[src/rtl/galvo_rx_pkg.sv]
package galvo_rx_pkg;

   // One decoded serial bit: strobe marks the falling serial clock edge,
   // sync_lvl is the sync level captured at the preceding rising edge,
   // value is the data level at the falling edge.
   typedef struct packed {
      logic strobe;
      logic sync_lvl;
      logic value;
   } serial_bit_t;

endpackage

[src/rtl/galvo_rx_sync.sv]
module galvo_rx_sync #(
   parameter int WIDTH  = 3,
   parameter int STAGES = 2
) (
   input  logic             clk,
   input  logic             rst_n,
   input  logic [WIDTH-1:0] d,
   output logic [WIDTH-1:0] q
);

   generate
      if (STAGES == 0) begin : g_bypass
         assign q = d;
      end else begin : g_chain
         logic [WIDTH-1:0] stg [STAGES];

         always_ff @(posedge clk or negedge rst_n) begin
            if (!rst_n) stg[0] <= '0;
            else        stg[0] <= d;
         end

         for (genvar i = 1; i < STAGES; i++) begin : g_stage
            always_ff @(posedge clk or negedge rst_n) begin
               if (!rst_n) stg[i] <= '0;
               else        stg[i] <= stg[i-1];
            end
         end

         assign q = stg[STAGES-1];
      end
   endgenerate

endmodule

[src/rtl/galvo_rx_bitsamp.sv]
module galvo_rx_bitsamp
   import galvo_rx_pkg::*;
#(
   parameter bit EVT_REG = 1'b0
) (
   input  logic        clk,
   input  logic        rst_n,
   input  logic        sclk_s,
   input  logic        sync_s,
   input  logic        data_s,
   output serial_bit_t bit_o
);

   logic        sclk_d;
   logic        sync_cap;
   logic        armed;
   logic        rise;
   logic        fall;
   serial_bit_t evt_c;

   assign rise = sclk_s & ~sclk_d;
   assign fall = ~sclk_s & sclk_d;

   always_ff @(posedge clk or negedge rst_n) begin
      if (!rst_n) begin
         sclk_d   <= 1'b0;
         sync_cap <= 1'b0;
         armed    <= 1'b0;
      end else begin
         sclk_d <= sclk_s;
         if (rise) begin
            sync_cap <= sync_s;
            armed    <= 1'b1;
         end else if (fall) begin
            armed <= 1'b0;
         end
      end
   end

   always_comb begin
      evt_c.strobe   = fall & armed;
      evt_c.sync_lvl = sync_cap;
      evt_c.value    = data_s;
   end

   generate
      if (EVT_REG) begin : g_reg
         serial_bit_t bit_q;
         always_ff @(posedge clk or negedge rst_n) begin
            if (!rst_n) bit_q <= '0;
            else        bit_q <= evt_c;
         end
         assign bit_o = bit_q;
      end else begin : g_comb
         assign bit_o = evt_c;
      end
   endgenerate

endmodule

[src/rtl/galvo_rx_asm.sv]
module galvo_rx_asm
   import galvo_rx_pkg::*;
#(
   parameter int HDR_BITS  = 3,
   parameter int DATA_BITS = 16
) (
   input  logic                 clk,
   input  logic                 rst_n,
   input  serial_bit_t          bit_i,
   output logic                 frame_valid,
   output logic                 frame_error,
   output logic [DATA_BITS-1:0] position,
   output logic [HDR_BITS-1:0]  header,
   output logic                 parity_ok
);

   localparam int HIGH_BITS = HDR_BITS + DATA_BITS;
   localparam int CNT_W     = $clog2(HIGH_BITS + 1);
   localparam logic [CNT_W-1:0] HDR_C  = CNT_W'(HDR_BITS);
   localparam logic [CNT_W-1:0] FULL_C = CNT_W'(HIGH_BITS);

   logic [CNT_W-1:0]     cnt_q;
   logic [HDR_BITS-1:0]  hdr_acc;
   logic [DATA_BITS-1:0] dat_acc;
   logic                 par_acc;
   logic                 discard_q;
   logic                 valid_q;
   logic                 err_q;
   logic [DATA_BITS-1:0] pos_q;
   logic [HDR_BITS-1:0]  hdr_q;
   logic                 pok_q;

   always_ff @(posedge clk or negedge rst_n) begin
      if (!rst_n) begin
         cnt_q     <= '0;
         hdr_acc   <= '0;
         dat_acc   <= '0;
         par_acc   <= 1'b0;
         discard_q <= 1'b0;
         valid_q   <= 1'b0;
         err_q     <= 1'b0;
         pos_q     <= '0;
         hdr_q     <= '0;
         pok_q     <= 1'b0;
      end else begin
         valid_q <= 1'b0;
         err_q   <= 1'b0;
         if (bit_i.strobe) begin
            if (bit_i.sync_lvl) begin
               if (!discard_q) begin
                  if (cnt_q == FULL_C) begin
                     // run too long: flag once, drop until sync falls
                     err_q     <= 1'b1;
                     discard_q <= 1'b1;
                     cnt_q     <= '0;
                     hdr_acc   <= '0;
                     dat_acc   <= '0;
                     par_acc   <= 1'b0;
                  end else begin
                     cnt_q   <= cnt_q + 1'b1;
                     par_acc <= par_acc ^ bit_i.value;
                     if (cnt_q < HDR_C)
                        hdr_acc <= HDR_BITS'({hdr_acc, bit_i.value});
                     else
                        dat_acc <= DATA_BITS'({dat_acc, bit_i.value});
                  end
               end
            end else begin
               if (!discard_q) begin
                  if (cnt_q == FULL_C) begin
                     valid_q <= 1'b1;
                     pos_q   <= dat_acc;
                     hdr_q   <= hdr_acc;
                     pok_q   <= (par_acc == bit_i.value);
                  end else begin
                     err_q <= 1'b1;
                  end
               end
               discard_q <= 1'b0;
               cnt_q     <= '0;
               hdr_acc   <= '0;
               dat_acc   <= '0;
               par_acc   <= 1'b0;
            end
         end
      end
   end

   assign frame_valid = valid_q;
   assign frame_error = err_q;
   assign position    = pos_q;
   assign header      = hdr_q;
   assign parity_ok   = pok_q;

endmodule

[src/rtl/galvo_rx.sv]
module galvo_rx
   import galvo_rx_pkg::*;
#(
   parameter int HDR_BITS    = 3,
   parameter int DATA_BITS   = 16,
   parameter int SYNC_STAGES = 2,
   parameter bit EVT_REG     = 1'b0
) (
   input  logic                 clk,
   input  logic                 rst_n,
   input  logic                 ser_clk,
   input  logic                 ser_sync,
   input  logic                 ser_data,
   output logic                 frame_valid,
   output logic                 frame_error,
   output logic [DATA_BITS-1:0] position,
   output logic [HDR_BITS-1:0]  header,
   output logic                 parity_ok
);

   localparam int LINES = 3;

   generate
      if (HDR_BITS < 1)   begin : g_bad_hdr  $error("HDR_BITS must be at least 1");   end
      if (DATA_BITS < 1)  begin : g_bad_data $error("DATA_BITS must be at least 1");  end
      if (SYNC_STAGES < 0) begin : g_bad_sync $error("SYNC_STAGES must not be negative"); end
   endgenerate

   logic [LINES-1:0] raw_lines;
   logic [LINES-1:0] syn_lines;
   serial_bit_t      bit_evt;
   logic             bit_strobe;
   logic             bit_sync;

   assign raw_lines = {ser_clk, ser_sync, ser_data};

   galvo_rx_sync #(
      .WIDTH  (LINES),
      .STAGES (SYNC_STAGES)
   ) u_sync (
      .clk   (clk),
      .rst_n (rst_n),
      .d     (raw_lines),
      .q     (syn_lines)
   );

   galvo_rx_bitsamp #(
      .EVT_REG (EVT_REG)
   ) u_bitsamp (
      .clk    (clk),
      .rst_n  (rst_n),
      .sclk_s (syn_lines[2]),
      .sync_s (syn_lines[1]),
      .data_s (syn_lines[0]),
      .bit_o  (bit_evt)
   );

   assign bit_strobe = bit_evt.strobe;
   assign bit_sync   = bit_evt.sync_lvl;

   galvo_rx_asm #(
      .HDR_BITS  (HDR_BITS),
      .DATA_BITS (DATA_BITS)
   ) u_asm (
      .clk         (clk),
      .rst_n       (rst_n),
      .bit_i       (bit_evt),
      .frame_valid (frame_valid),
      .frame_error (frame_error),
      .position    (position),
      .header      (header),
      .parity_ok   (parity_ok)
   );

endmodule

[config.mk]
export PLATFORM = sky130hd
export DESIGN_NAME = galvo_rx
export DESIGN_NICKNAME = d
export VERILOG_FILES = /design/src/rtl/galvo_rx_pkg.sv /design/src/rtl/galvo_rx_sync.sv /design/src/rtl/galvo_rx_bitsamp.sv /design/src/rtl/galvo_rx_asm.sv /design/src/rtl/galvo_rx.sv
export SDC_FILE = /design/constraint.sdc
export NUM_CORES = 1
export LEC_CHECK = 0
export BUFFER_PORTS_ARGS = -buffer_cell sky130_fd_sc_hd__buf_2
export CAP_MARGIN = 30
export CORE_MARGIN = 1.5
export CORE_UTILIZATION = 39
export CTS_CLUSTER_DIAMETER = 120
export DETAILED_ROUTE_END_ITERATION = 8
export PLACE_DENSITY = 0.56
export SYNTH_ARGS = -nofsm -noshare
export SYNTH_HDL_FRONTEND = slang
export SYNTH_SLANG_ARGS = --single-unit
[constraint.sdc]
create_clock -name clk -period 2.22 [get_ports clk]
set_input_delay 0.666 -clock clk [delete_from_list [all_inputs] [get_ports clk]]
set_output_delay 0.666 -clock clk [all_outputs]
set_load 0.03 [all_outputs]
=== Word-level counts from Yosys, hierarchy flattened ===
Index checks and enable logic that the tools add are counted.

* Word-level logic and storage cells: 61
* Register bits after elaboration: 57

* Equality and inequality tests: 5
* Multiplexer cells: 26
* Reductions and logical operators: 5
* Bitwise logic cells: 8
* Order comparisons: 1
* Add/subtract/negate cells: 1

{| class="wikitable"
|+ Operators by type and width
! kind !! number
|-
| $mux W16 || 4
|-
| $mux W1 || 15
|-
| $mux W5 || 3
|-
| $mux W3 || 4
|-
| $reduce_and A3 Y1 || 2
|-
| $add A5 B1 Y5 const B || 1
|-
| $eq A5 B5 Y1 const B || 1
|-
| $lt A5 B2 Y1 const B || 1
|-
| $not A1 Y1 || 4
|-
| $reduce_and A4 Y1 || 1
|-
| $and A1 B1 Y1 || 3
|-
| $ne A3 B1 Y1 const B || 1
|-
| $ne A3 B3 Y1 const B || 1
|-
| $ne A2 B2 Y1 const B || 1
|-
| $reduce_and A2 Y1 || 1
|-
| $reduce_bool A2 Y1 || 1
|-
| $eq A1 B1 Y1 || 1
|-
| $xor A1 B1 Y1 || 1
|}

=== Logic depth before layout (Yosys ltp) ===
Gate-level depths: netlist of the first run.

* Depth in word-level cells: 5
* Mapped depth: 7
* Mapped depth without buffers: 6

=== Cells and area by module ===
A second synthesis of the first run with hierarchy kept.

* Cells, all modules: 171
* Area total of the unflattened synthesis: 2402.3 um^2

{| class="wikitable"
|+ By module, submodules not included
! module !! seq. area each (um^2) !! cells each !! area an instance (um^2) !! times used
|-
| galvo_rx_asm || 1201.2 || 150 || 2070.7 || 1
|-
| galvo_rx_sync || 150.1 || 9 || 172.7 || 1
|-
| galvo_rx_bitsamp || 75.1 || 12 || 158.9 || 1
|}

=== Worst setup path before layout of the first run ===
Ideal clock, no wire load.

* Path type: flip-flop to flip-flop
* Start point: reg u_asm.cnt_q[0]
* End point: reg u_asm.hdr_q[2] (netlist: u_asm.header[2])
* Clock period less this slack: 1695 ps
* Arrival time: 1570 ps
* Stages on the path, launching flop included: 6
* Library setup time: 125 ps
* Setup slack: 525 ps
* Path buffers: 1
* Cell sequence: dfrtp_1 > ha_1 > nand4bb_4 > nor3_1 > buf_4 > mux2_2

* Longest elaborated chain between the ends: 2

{| class="wikitable"
|+ RTL lines
! element !! RTL line !! text
|-
| from (decl) || galvo_rx_asm.sv:22 || <nowiki>logic [CNT_W-1:0] cnt_q;</nowiki>
|-
| from (signal assigned) || galvo_rx_asm.sv:60 || <nowiki>cnt_q <= cnt_q + 1'b1;</nowiki>
|-
| $eq A5 B5 Y1 || galvo_rx_asm.sv:70 || <nowiki>if (cnt_q == FULL_C) begin</nowiki>
|-
| $reduce_and A4 Y1 (no source line) || n/a ||
|-
| to (signal assigned) || galvo_rx_asm.sv:73 || <nowiki>hdr_q <= hdr_acc;</nowiki>
|-
| to (decl) || galvo_rx_asm.sv:30 || <nowiki>logic [HDR_BITS-1:0] hdr_q;</nowiki>
|}

No other way between the ends.
A chain may end at the register's enable or synchronous reset.

=== Final worst setup path of the first run ===
* Start point: reg u_asm.cnt_q[0]
* End point: reg u_asm.pos_q[6] (netlist: u_asm.position[6])

* Longest elaborated chain between the ends: 2

{| class="wikitable"
|+ RTL lines
! element !! RTL line !! text
|-
| $eq A5 B5 Y1 || galvo_rx_asm.sv:70 ||
|-
| $reduce_and A4 Y1 (no source line) || n/a ||
|-
| to (signal assigned) || galvo_rx_asm.sv:72 || <nowiki>pos_q <= dat_acc;</nowiki>
|-
| to (decl) || galvo_rx_asm.sv:29 || <nowiki>logic [DATA_BITS-1:0] pos_q;</nowiki>
|}

No other way between the ends.

==> metrics.md, run 1 <==
| Metric | Value |
|---|---|
| GPL Wtd Cong | `approximately 0.79` |
| Area growth from synthesis to layout | `21.7%` |
| CTS tree | `yes` |
| Mapped cell area | `about 2200 um^2` |
| CTS root buf | `clkbuf_8` |
| Worst slack, placed | `between 0.3 and 0.4 ns` |
| Worst Clk Skew | `roughly 0.0072 ns` |
| R2R Path End | `u_asm.position[6]` |
| H-Tree Depth | `3` |
| # port buffers | `26` |
| First-pass GRT wire length | `6.53 mm` |
| Final Util | `0.490` |
| Post-CTS setup repair buffer count | `0` |
| Cts repair resizes | `0` |
| Async S/R FF share, synth | `1.00` |
| CTS Hold Bufs | `0` |
| Arrival time of the worst setup path | `between 2 and 2.5 ns` |
| Worst setup margin | `about 0.39 ns` |
| Area contributors post-synth | `dfrtp_1 64%, mux2_2 9.7%, a22o_1 7.5%` |
| Global route overflow | `0` |
| I/O pins | `27` |
| Syn Inst Count | `~150` |
| Vias in the first global route | `around 1300` |
| Peak supply drop | `around 0.33 mV` |
| # nets final | `about 200` |
| First-pass iteration count of the detailed router | `4` |
| Multi-input gate area | `~740 um^2` |
| Pwr Density | `around 900 nW/um^2` |
| Die height | `78.4 um` |
| CTS max path bufs | `2` |
| Post-synth EDFFs | `0` |
| Syn avg cell area | `~15 um^2` |
| Clk sink count | `57` |
| DRC errors left | `0` |
| Worst Max-Slew Pin Slew | `around 0.47 ns` |
| R2R setup slack | `approximately 0.39 ns` |
| Tmin final | `1.83 ns` |
| RSZ-0062 raised after global routing | `false` |
| Antenna violations before repair | `0` |
| Post-Layout Cell Count | `roughly 270` |
| Row cnt | `27` |
| Max_slew headroom | `0.688` |
| DP Area | `around 2500 um^2` |
| Iteration-0 DRC count of the detailed router | `34` |
| Worst-path clk slew | `around 0.06 ns` |
| Status | `completed` |
| Initial Utilization | `0.403` |
| FMAX | `approximately 550 MHz` |
| Cell accounting for the most synthesized area | `dfrtp_1` |
| Worst Hold Class | `input pin to async pin` |
| Die extent in x | `slightly below 80 um` |
| Clk_lat worst skew | `about 0.33 ns` |
| Total track usage | `0.144` |
| Fill cell count | `493` |
| Post-route clock period utilization | `0.826` |
| Die area | `6150 um^2` |
| Setup-failing EPs final | `0` |
| Antenna Violating Nets Remaining | `0` |
| Slew Limit Fails | `0` |
| Tot Pwr | `roughly 2.4 mW` |
| Placed Cells | `249` |
| Wire per inst | `approximately 14 um` |
| Share of layout cells above drive strength 1 | `0.368` |
| Yosys reg bits | `57` |
| Top-count cell post-synth | `dfrtp_1` |
| Number of CTS-inserted buffers | `9` |
| HPWL Detailed | `about 2.4 mm` |
| Finished Cell Area | `2700 um^2` |
| Hold_ws | `between 0.3 and 0.4 ns` |
| Synth unique cells | `31` |
| Synth Net Count | `160` |
| Top FF cell, synth | `dfrtp_1` |
| Post-synth top cells | `57 x dfrtp_1, 19 x a22o_1, 19 x mux2_2` |
| Critical Path Start Type | `flop` |
| Via count | `1371` |
| R2R depth | `5` |
| Critical path capture point type | `flop` |
| Vias per cell | `just over 5` |
| Area of the core | `~5500 um^2` |
| Crit path max fanout | `20` |
| WP data required | `about 2.4 ns` |
| Routed WL | `about 3.8 mm` |
| ANT cells | `0` |
| Worst R2R Start | `u_asm.cnt_q[0]` |
| Lkg Pwr | `between 1 and 1.5 nW` |
| Largest net degree at the start of global routing | `58` |
| Crit Path Class | `flop to flop` |
| Sequential area share after synthesis | `0.643` |
| Final hold viol count | `0` |
| Total negative setup slack | `0 ns` |
| Max-cap check violation count | `0` |
| Register area | `between 1000 and 1500 um^2` |
| Area fraction of the dominant cell type after synthesis | `0.643` |
| Warnings, synthesis | `0` |
-- routing by layer --
metal	part of all wire	GRT usage
met4	0.0077	0.0839
met2	0.47	0.204
met5	0	0
met3	0.057	0.0570
met1	0.47	0.185
-- power by group --
group          total (mW)  switching, mW  leakage (nW)  internal, mW
registers            1.13         0.0540         0.772          1.08
logic               0.120         0.0692         0.476        0.0506
clock network        1.12          0.392         0.123         0.723
-- cell type report --
| cell class | count | area share |
|---|---|---|
| flip-flops and latches | 57 | 0.529 |
| multi-input cells | 86 | 0.275 |
| repair buffers | 30 | 0.0686 |
| clock buffers | 12 | 0.0612 |
| well taps | 72 | 0.0334 |
| clock inverters | 4 | 0.0274 |
| inverters | 4 | 0.00557 |
-- registers in the layout (all words and copies together), names as in the netlist --
signal and cells:
u_bitsamp.sclk_d 1, u_asm.hdr_acc 3, u_sync.q 3, u_asm.header 3, u_asm.par_acc 1, u_sync.g_chain.stg 3
u_asm.frame_error 1, u_bitsamp.armed 1, u_asm.discard_q 1, u_asm.parity_ok 1, u_asm.dat_acc 16, u_asm.cnt_q 5
u_asm.frame_valid 1, u_bitsamp.sync_cap 1, u_asm.position 16
-- cells by family (layout without fill, tap and decap cells) --
family / Yosys count / count (layout) / synth area share
AO/OA/AOI/OAI: 30 / 30 / 0.116
multiplexers: 21 / 21 / 0.107
flip-flops: 57 / 57 / 0.643
buffers and inverters: 9 / 50 / 0.0243
AND/OR/NAND/NOR: 31 / 31 / 0.0892
adder cells (fa/ha/maj): 3 / 3 / 0.0169
XOR/XNOR: 1 / 1 / 0.00395
-- critical path: stages, from the launching register on --
cell       delay (ns)
dfrtp_1          0.45
ha_1             0.30
nand4bb_4        0.19
nor3_2           0.22
buf_12           0.20
mux2_2           0.35
-- cells in the final DEF (no fill, tap or decap), drive strengths merged --
| cell type | n |
|---|---|
| a2111oi | 1 |
| a21o | 1 |
| a21oi | 2 |
| a22o | 19 |
| and3 | 1 |
| buf | 30 |
| bufinv | 2 |
| clkbuf | 12 |
| clkinv | 2 |
| dfrtp | 57 |
| ha | 3 |
| inv | 4 |
| mux2 | 21 |
| nand2 | 11 |
| nand3 | 6 |
| nand3b | 2 |
| nand4 | 1 |
| nand4bb | 1 |
| nor2 | 2 |
| nor3 | 4 |
| nor3b | 1 |
| o21ai | 4 |
| o22a | 1 |
| o2bb2ai | 1 |
| o31ai | 1 |
| or4 | 2 |
| xnor2 | 1 |
-- worst max-delay path by stage --
stage | cells after the start | endpoint | slack [ns] | start
floorplan | 5 | u_asm.header[2] | 0.53 | u_asm.cnt_q[0]
global placement | 6 | u_asm.dat_acc[5] | 0.45 | u_sync.q[2]
detailed placement | 5 | u_asm.position[6] | 0.40 | u_asm.cnt_q[0]
CTS | 5 | u_asm.position[6] | 0.39 | u_asm.cnt_q[0]
global route | 6 | u_asm.dat_acc[1] | 0.27 | u_sync.q[2]
finish | 5 | u_asm.position[6] | 0.39 | u_asm.cnt_q[0]
Note: power is estimated with default switching activity, not from simulation.
==> run 2: changes to the inputs <==
--- a/config.mk
+++ b/config.mk
@@ -5,13 +5,14 @@
 export SDC_FILE = /design/constraint.sdc
 export NUM_CORES = 1
 export LEC_CHECK = 0
+export ABC_AREA = 1
 export BUFFER_PORTS_ARGS = -buffer_cell sky130_fd_sc_hd__buf_2
 export CAP_MARGIN = 30
 export CORE_MARGIN = 1.5
 export CORE_UTILIZATION = 39
 export CTS_CLUSTER_DIAMETER = 120
 export DETAILED_ROUTE_END_ITERATION = 8
-export PLACE_DENSITY = 0.56
+export PLACE_DENSITY = 0.58
 export SYNTH_ARGS = -nofsm -noshare
 export SYNTH_HDL_FRONTEND = slang
 export SYNTH_SLANG_ARGS = --single-unit
==> constraint.sdc (replaced) <==
create_clock -name clk -period 1.5 [get_ports clk]
set_input_delay 0.45 -clock clk [delete_from_list [all_inputs] [get_ports clk]]
set_output_delay 0.45 -clock clk [all_outputs]
set_load 0.03 [all_outputs]
==> metrics.md, run 2 <==
| Metric | Value |
|---|---|
| Status | `completed` |
| Setup-failing EPs final | `0 (unchanged)` |
| Post-synthesis mux area share | `0 (-0.107)` |
| Arrival time of the worst setup path | `1.69 ns (-0.36 ns)` |
| Wire per inst | `12.8 um (-9.9%)` |
| Clk sink count | `57 (unchanged)` |
| Global route overflow | `0 (unchanged)` |
| GPL Wtd Cong | `0.796 (+1.3%)` |
| Area growth from synthesis to layout | `25.2%` |
| CTS tree | `yes` |
| Top FF cell, synth | `dfrtp_1` |
| ANT cells | `0 (unchanged)` |
| Async S/R FF share, synth | `1.00 (unchanged)` |
| Worst slack, placed | `0.00572 ns (-0.394 ns)` |
| Worst Max-Slew Pin Slew | `0.298 ns (-0.169 ns)` |
| Worst-path clk slew | `0.06 ns (about the same)` |
| H-Tree Depth | `3 (unchanged)` |
| Routed WL | `4.83 mm (+28%)` |
| Die area | `6630 um^2 (+7.9%)` |
| Fill cell count | `541 (+9.7%)` |
| Initial Utilization | `0.405 (+0.00248)` |
| Lkg Pwr | `1.55 nW (+13%)` |
| FMAX | `685 MHz (+26%)` |
| Syn avg cell area | `9.48 um^2 (-35%)` |
| Number of CTS-inserted buffers | `9 (unchanged)` |
| Post-Synth Adder-Cell Area | `0.0156 (-0.00128)` |
| Max stage delay on crit path | `0.38 ns (-0.07 ns)` |
| Synth Area in Compound Gates | `0.0563 (-0.0594)` |
| Critical path cell sequence | `ha_2 > nand2_1 > inv_2 > nand2_4 > inv_2 > nand3_4 > clkbuf_16 > nand2_1 > o21ai_1` |
| Antenna violations before repair | `0 (unchanged)` |
| Sequential area share after synthesis | `0.595 (-0.0487)` |
| Syn Inst Count | `253 (+66%)` |
| DRC errors left | `0 (unchanged)` |
| CTS Hold Bufs | `0 (unchanged)` |
| Area fraction of the dominant cell type after synthesis | `0.595 (-0.0487)` |
| Antenna Violating Nets Remaining | `0 (unchanged)` |
| Main combinational cell family by area after synthesis | `simple AND/OR/NAND/NOR gates` |
| Crit Path Class | `flop to flop` |
| Post-synth top cells | `61 x nand2_1, 57 x dfrtp_1, 39 x nand3_1` |
| Crit path max fanout | `19 (-5.0%)` |
| Critical Path Start Type | `flop` |
| Area of the core | `5920 um^2 (+7.5%)` |
| Worst Clk Skew | `0.00727 ns (+0.000111 ns)` |
| Peak supply drop | `0.541 mV (+63%)` |
| Row cnt | `28 (+3.7%)` |
| Critical path capture point type | `flop` |
| I/O pins | `27 (unchanged)` |
| Vias in the first global route | `1608 (+20%)` |
| Cell accounting for the most synthesized area | `dfrtp_1` |
| Pwr Density | `1140 nW/um^2 (+30%)` |
| Clk_lat worst skew | `0.34 ns (about the same)` |
| Die extent in x | `81.4 um (+3.9%)` |
| Simple-Gate Fraction of Synth Area | `0.244 (+0.155)` |
| Worst Hold Class | `input pin to async pin` |
| Synth Net Count | `261 (+63%)` |
| Worst Setup EP | `u_asm.header[2]` |
| R2R depth | `9 (+4)` |
| Max_slew headroom | `0.801 (+0.113)` |
| Post-synth EDFFs | `0 (unchanged)` |
| Worst setup margin | `0.0394 ns (-0.346 ns)` |
| First-pass GRT wire length | `7.17 mm (+9.7%)` |
| Max-cap check violation count | `0 (unchanged)` |
| Commonest non-fill, non-tap cell in the layout | `nand2_1` |
| R2R setup slack | `0.04 ns (-0.35 ns)` |
| Slew Limit Fails | `0 (unchanged)` |
| Final hold viol count | `0 (unchanged)` |
| Worst path slowest cell | `dfrtp_1` |
| Final Util | `0.507 (+0.0175)` |
| Synth unique cells | `23 (-26%)` |
| Worst R2R Start | `u_asm.cnt_q[1]` |
| Warnings, synthesis | `0 (unchanged)` |
| Critical path origin | `u_asm.cnt_q[1]` |
| Post-route clock period utilization | `0.974 (+0.147)` |
| WP data required | `1.72 ns (-0.71 ns)` |
| Mapped cell area | `2400 um^2 (+8.2%)` |
| Die height | `81.4 um (+3.9%)` |
| R2R Path End | `u_asm.header[2]` |
| Largest net degree at the start of global routing | `58 (unchanged)` |
| Most frequent cells in the layout | `60 x nand2_1, 57 x dfrtp_1, 39 x nand3_1, 28 x inv_1, 26 x buf_2` |
| Register area | `1430 um^2 (unchanged)` |
| CTS max path bufs | `2 (unchanged)` |
| Top-count cell post-synth | `nand2_1` |
| Share of layout cells above drive strength 1 | `0.248 (-0.120)` |
| # port buffers | `26 (unchanged)` |
| Multi-input gate area | `842 um^2 (+13%)` |
| Iteration-0 DRC count of the detailed router | `129 (+280%)` |
| Area contributors post-synth | `dfrtp_1 59%, nand2_1 9.5%, nand3_1 8.1%` |
| Via count | `1815 (+32%)` |
| # nets final | `306 (+56%)` |
| Tmin final | `1.46 ns (-0.374 ns)` |
| Total track usage | `0.147 (+0.00339)` |
| Yosys reg bits | `57 (unchanged)` |
| HPWL Detailed | `2.72 mm (+11%)` |
| CTS root buf | `clkbuf_8` |
| Post-synthesis xor/xnor area fraction | `0.00365 (-0.000299)` |
| Vias per cell | `4.80 (-7.2%)` |
| First-pass iteration count of the detailed router | `4 (unchanged)` |
## run 2: cell types whose count changed after synthesis, sizes merged, moves of 3 or more
cell / change
nand3: +35
o21ai: +20
nand2: +56
nor2: +11
inv: +28
buf: +3
a22o: -19
nor3: -3
mux2: -21
## run 2: metal layers
metal / GRT usage / part of all wire
met5: 0 / 0
met2: 0.230 / 0.48
met1: 0.177 / 0.44
met3: 0.0433 / 0.054
met4: 0.0931 / 0.022
## run 2: kinds of logic (layout without fill, tap and decap cells)
logic type | after synthesis | count (layout)
and+or+nand+nor | 123 | 126
adders and majority gates | 3 | 3
DFF | 57 | 57
xor gates and xnor gates | 1 | 1
buffers and inverters | 42 | 89
AOI/OAI and AO/OA | 27 | 27
## run 2: layout make-up
type	instances	share of cell area
sequential	57	0.475
multi-input combinational	157	0.280
timing repair buffer	41	0.103
clock buffer	11	0.0437
inverter	32	0.0400
tap	75	0.0312
clock inverter	5	0.0267
## run 2: worst min path at each step
stage	start	cells after the start	slack (ns)	end
2_1_floorplan	rst_n	0	0.15	u_asm.cnt_q[0]
3_3_place_gp	u_sync.g_chain.stg[3]	0	0.34	u_sync.q[0]
3_5_place_dp	u_sync.g_chain.stg[4]	0	0.34	u_sync.q[1]
4_1_cts	rst_n	2	0.11	u_asm.position[9]
5_1_grt	rst_n	2	0.13	u_asm.position[15]
6_report	rst_n	2	0.11	u_asm.frame_error
## run 2: repair_timing
action | 4_1_cts | 5_1_grt
gates cloned | 0 | 6
pin swaps | 0 | 5
resized for setup | 1 | 14
setup buffers | 0 | 5
endpoints found under the setup margin | 2 | 28
## run 2: report_power, final
part | switching (mW) | internal [mW] | total, mW
clock | 0.609 | 0.933 | 1.54
combinational | 0.163 | 0.0959 | 0.259
sequential | 0.0435 | 1.59 | 1.63
## run 2: per-stage QoR
| stage | std cells | hold WS (ns) | power (mW) | cell area (um^2) | setup TNS [ns] |
|---|---|---|---|---|---|
| global route | 378 | 0.134 | 3.58 | 3000 | -0.509 |
| detailed placement | 351 | 0.341 | 1.87 | 2620 | 0 |
| global placement | 351 | 0.336 | 1.87 | 2620 | 0 |
| finish | 378 | 0.107 | 3.43 | 3000 | 0 |
| CTS | 367 | 0.107 | 3.43 | 2830 | 0 |
| floorplan | 253 | 0.154 | 1.79 | 2400 | 0 |
## run 2: worst max-delay path, delay by kind of cell, from the launching register on
family                   cells  cell delay, ns
AO/OA/AOI/OAI                1            0.06
adder cells (fa/ha/maj)      1            0.20
buffers and inverters        3            0.38
flip-flops                   1            0.38
AND/OR/NAND/NOR              4            0.34
==> run 3: changes to the inputs <==
--- a/config.mk
+++ b/config.mk
@@ -8,11 +8,13 @@
 export ABC_AREA = 1
 export BUFFER_PORTS_ARGS = -buffer_cell sky130_fd_sc_hd__buf_2
 export CAP_MARGIN = 30
+export CELL_PAD_IN_SITES_DETAIL_PLACEMENT = 1
+export CELL_PAD_IN_SITES_GLOBAL_PLACEMENT = 1
 export CORE_MARGIN = 1.5
 export CORE_UTILIZATION = 39
 export CTS_CLUSTER_DIAMETER = 120
 export DETAILED_ROUTE_END_ITERATION = 8
-export PLACE_DENSITY = 0.58
+export PLACE_DENSITY = 0.72
 export SYNTH_ARGS = -nofsm -noshare
 export SYNTH_HDL_FRONTEND = slang
 export SYNTH_SLANG_ARGS = --single-unit
==> metrics.md, run 3 (synthesis results as in run 2) <==
| Metric | Value |
|---|---|
| Peak supply drop | `0.594 mV (+9.7%)` |
| CTS Hold Bufs | `0 (unchanged)` |
| CTS tree | `yes` |
| Global route overflow | `0 (unchanged)` |
| Final hold viol count | `0 (unchanged)` |
| Number of CTS-inserted buffers | `9 (unchanged)` |
| Tmin final | `1.44 ns (-0.0191 ns)` |
| Die height | `81.4 um (unchanged)` |
| Worst slack, placed | `0.000108 ns (-0.00561 ns)` |
| Status | `completed` |
| Worst Clk Skew | `0.00955 ns (+0.00228 ns)` |
| Largest net degree at the start of global routing | `58 (unchanged)` |
| Critical Path Start Type | `flop` |
| Antenna Violating Nets Remaining | `0 (unchanged)` |
| Area of the core | `5920 um^2 (unchanged)` |
| CTS root buf | `clkbuf_8` |
| Crit path max fanout | `8 (-11)` |
| FMAX | `694 MHz (+1.3%)` |
| GPL Wtd Cong | `0.742 (-6.9%)` |
| Placed Cells | `351 (unchanged)` |
| Pwr Density | `1200 nW/um^2 (+5.2%)` |
| First-pass GRT wire length | `8.26 mm (+15%)` |
| Arrival time of the worst setup path | `1.66 ns (-0.03 ns)` |
| Clk sink count | `57 (unchanged)` |
| Via count | `1811 (-0.22%)` |
| Setup-failing EPs final | `0 (unchanged)` |
| R2R setup slack | `0.06 ns (+0.02 ns)` |
| Die extent in x | `81.4 um (unchanged)` |
| Antenna violations before repair | `0 (unchanged)` |
| Iteration-0 DRC count of the detailed router | `106 (-18%)` |
| Crit Path Class | `flop to flop` |
| H-Tree Depth | `3 (unchanged)` |
| Clk_lat worst skew | `0.34 ns (about the same)` |
| Hold_ws | `0.0962 ns (-0.0103 ns)` |
| Worst-path clk slew | `0.07 ns (about the same)` |
| WP data required | `1.72 ns (about the same)` |
| Worst Max-Slew Pin Slew | `0.311 ns (+0.0126 ns)` |
| Max_slew headroom | `0.793 (-0.00843)` |
| Die area | `6630 um^2 (unchanged)` |
| CTS max path bufs | `2 (unchanged)` |
| Slew Limit Fails | `0 (unchanged)` |
| # nets final | `300 (-2.0%)` |
| Worst R2R Start | `u_asm.cnt_q[0]` |
| Vias in the first global route | `1803 (+12%)` |
| R2R Path End | `u_asm.dat_acc[3]` |
| Area growth from synthesis to layout | `23.8%` |
| Post-Layout Cell Count | `372 (-1.6%)` |
| Lkg Pwr | `1.54 nW (-0.76%)` |
| Commonest non-fill, non-tap cell in the layout | `nand2_1` |
| Total track usage | `0.169 (+0.0218)` |
| DRC errors left | `0 (unchanged)` |
| Most frequent cells in the layout | `59 x nand2_1, 57 x dfrtp_1, 38 x nand3_1, 28 x inv_1, 26 x buf_2` |
| Vias per cell | `4.87 (+1.4%)` |
| Worst setup margin | `0.0585 ns (+0.0191 ns)` |
| R2R depth | `9 (unchanged)` |
| Wire per inst | `13.8 um (+8.3%)` |
| HPWL Detailed | `3.12 mm (+15%)` |
| # port buffers | `26 (unchanged)` |
| Critical path capture point type | `flop` |
| Initial Utilization | `0.405 (unchanged)` |
| I/O pins | `27 (unchanged)` |
| Row cnt | `28 (unchanged)` |
| Routed WL | `5.15 mm (+6.6%)` |
| Share of layout cells above drive strength 1 | `0.249 (+0.00163)` |
| Post-route clock period utilization | `0.961 (-0.0127)` |
| Worst Hold Class | `input pin to async pin` |
| Max-cap check violation count | `0 (unchanged)` |
| ANT cells | `0 (unchanged)` |
| First-pass iteration count of the detailed router | `4 (unchanged)` |
==> run 3: cell types whose count changed in the layout (fill, tap and decap cells not counted), sizes merged <==
cell      previous run  this run
clkinvlp             2         0
clkinv               1         2
buf                 39        35
clkbuf              13        12
==> run 3: timing repair <==
action	CTS	global route
pin swaps	0	8
gates resized for setup	1	20
buffers inserted	0	1
gates cloned	0	4
endpoints found under the setup margin	2	27
==> run 3: layout make-up <==
| type | instances | area, um^2 |
|---|---|---|
| well taps | 75 | 93.8 |
| clock buffers | 12 | 165 |
| fillers | 703 | 2950 |
| flip-flops and latches | 57 | 1430 |
| repair buffers | 35 | 230 |
| inverters | 32 | 123 |
| multi-input cells | 157 | 858 |
| clock inverters | 4 | 73.8 |
==> run 3: through the flow <==
| step | util | setup TNS, ns | power (mW) | area, um^2 |
|---|---|---|---|---|
| final | 0.502 | 0 | 3.57 | 2970 |
| after global routing | 0.502 | -0.334 | 3.72 | 2970 |
| after CTS | 0.483 | 0 | 3.57 | 2860 |
| after detailed placement | 0.442 | 0 | 1.88 | 2620 |
| after global placement | 0.442 | 0 | 1.87 | 2620 |
| after floorplan | - | 0 | 1.79 | 2400 |
==> run 3: routing by layer <==
metal	vias up	track usage	part of all wire
li1	890	-	-
met1	882	0.218	0.47
met2	31	0.259	0.48
met3	8	0.0511	0.038
met4	0	0.0810	0.0095
met5	-	0	0
==> run 3: worst max-delay path by stage <==
stage | from | to | cells past startpoint
floorplan | u_asm.cnt_q[0] | u_asm.header[0] | 10
global placement | u_asm.cnt_q[0] | u_asm.dat_acc[12] | 9
detailed placement | u_asm.cnt_q[0] | u_asm.dat_acc[3] | 9
CTS | u_sync.q[2] | u_asm.dat_acc[3] | 8
global route | u_asm.cnt_q[0] | u_asm.dat_acc[9] | 9
finish | u_asm.cnt_q[0] | u_asm.dat_acc[3] | 9
==> run 3: report_power, final <==
group	switching [mW]	total (mW)	internal [mW]
clock network	0.618	1.69	1.07
registers	0.0414	1.63	1.59
logic	0.168	0.252	0.0841
total	0.827	3.57	2.74
==> run 3: critical path, cell delays in order (launching register included) <==
cell and delay [ns]:
dfrtp_1 0.38, ha_2 0.22, nand2_2 0.05, inv_2 0.07, nand2_4 0.10, nand2_8 0.15, nand2_4 0.08, buf_6 0.15
nand3_1 0.07, nand2_1 0.07
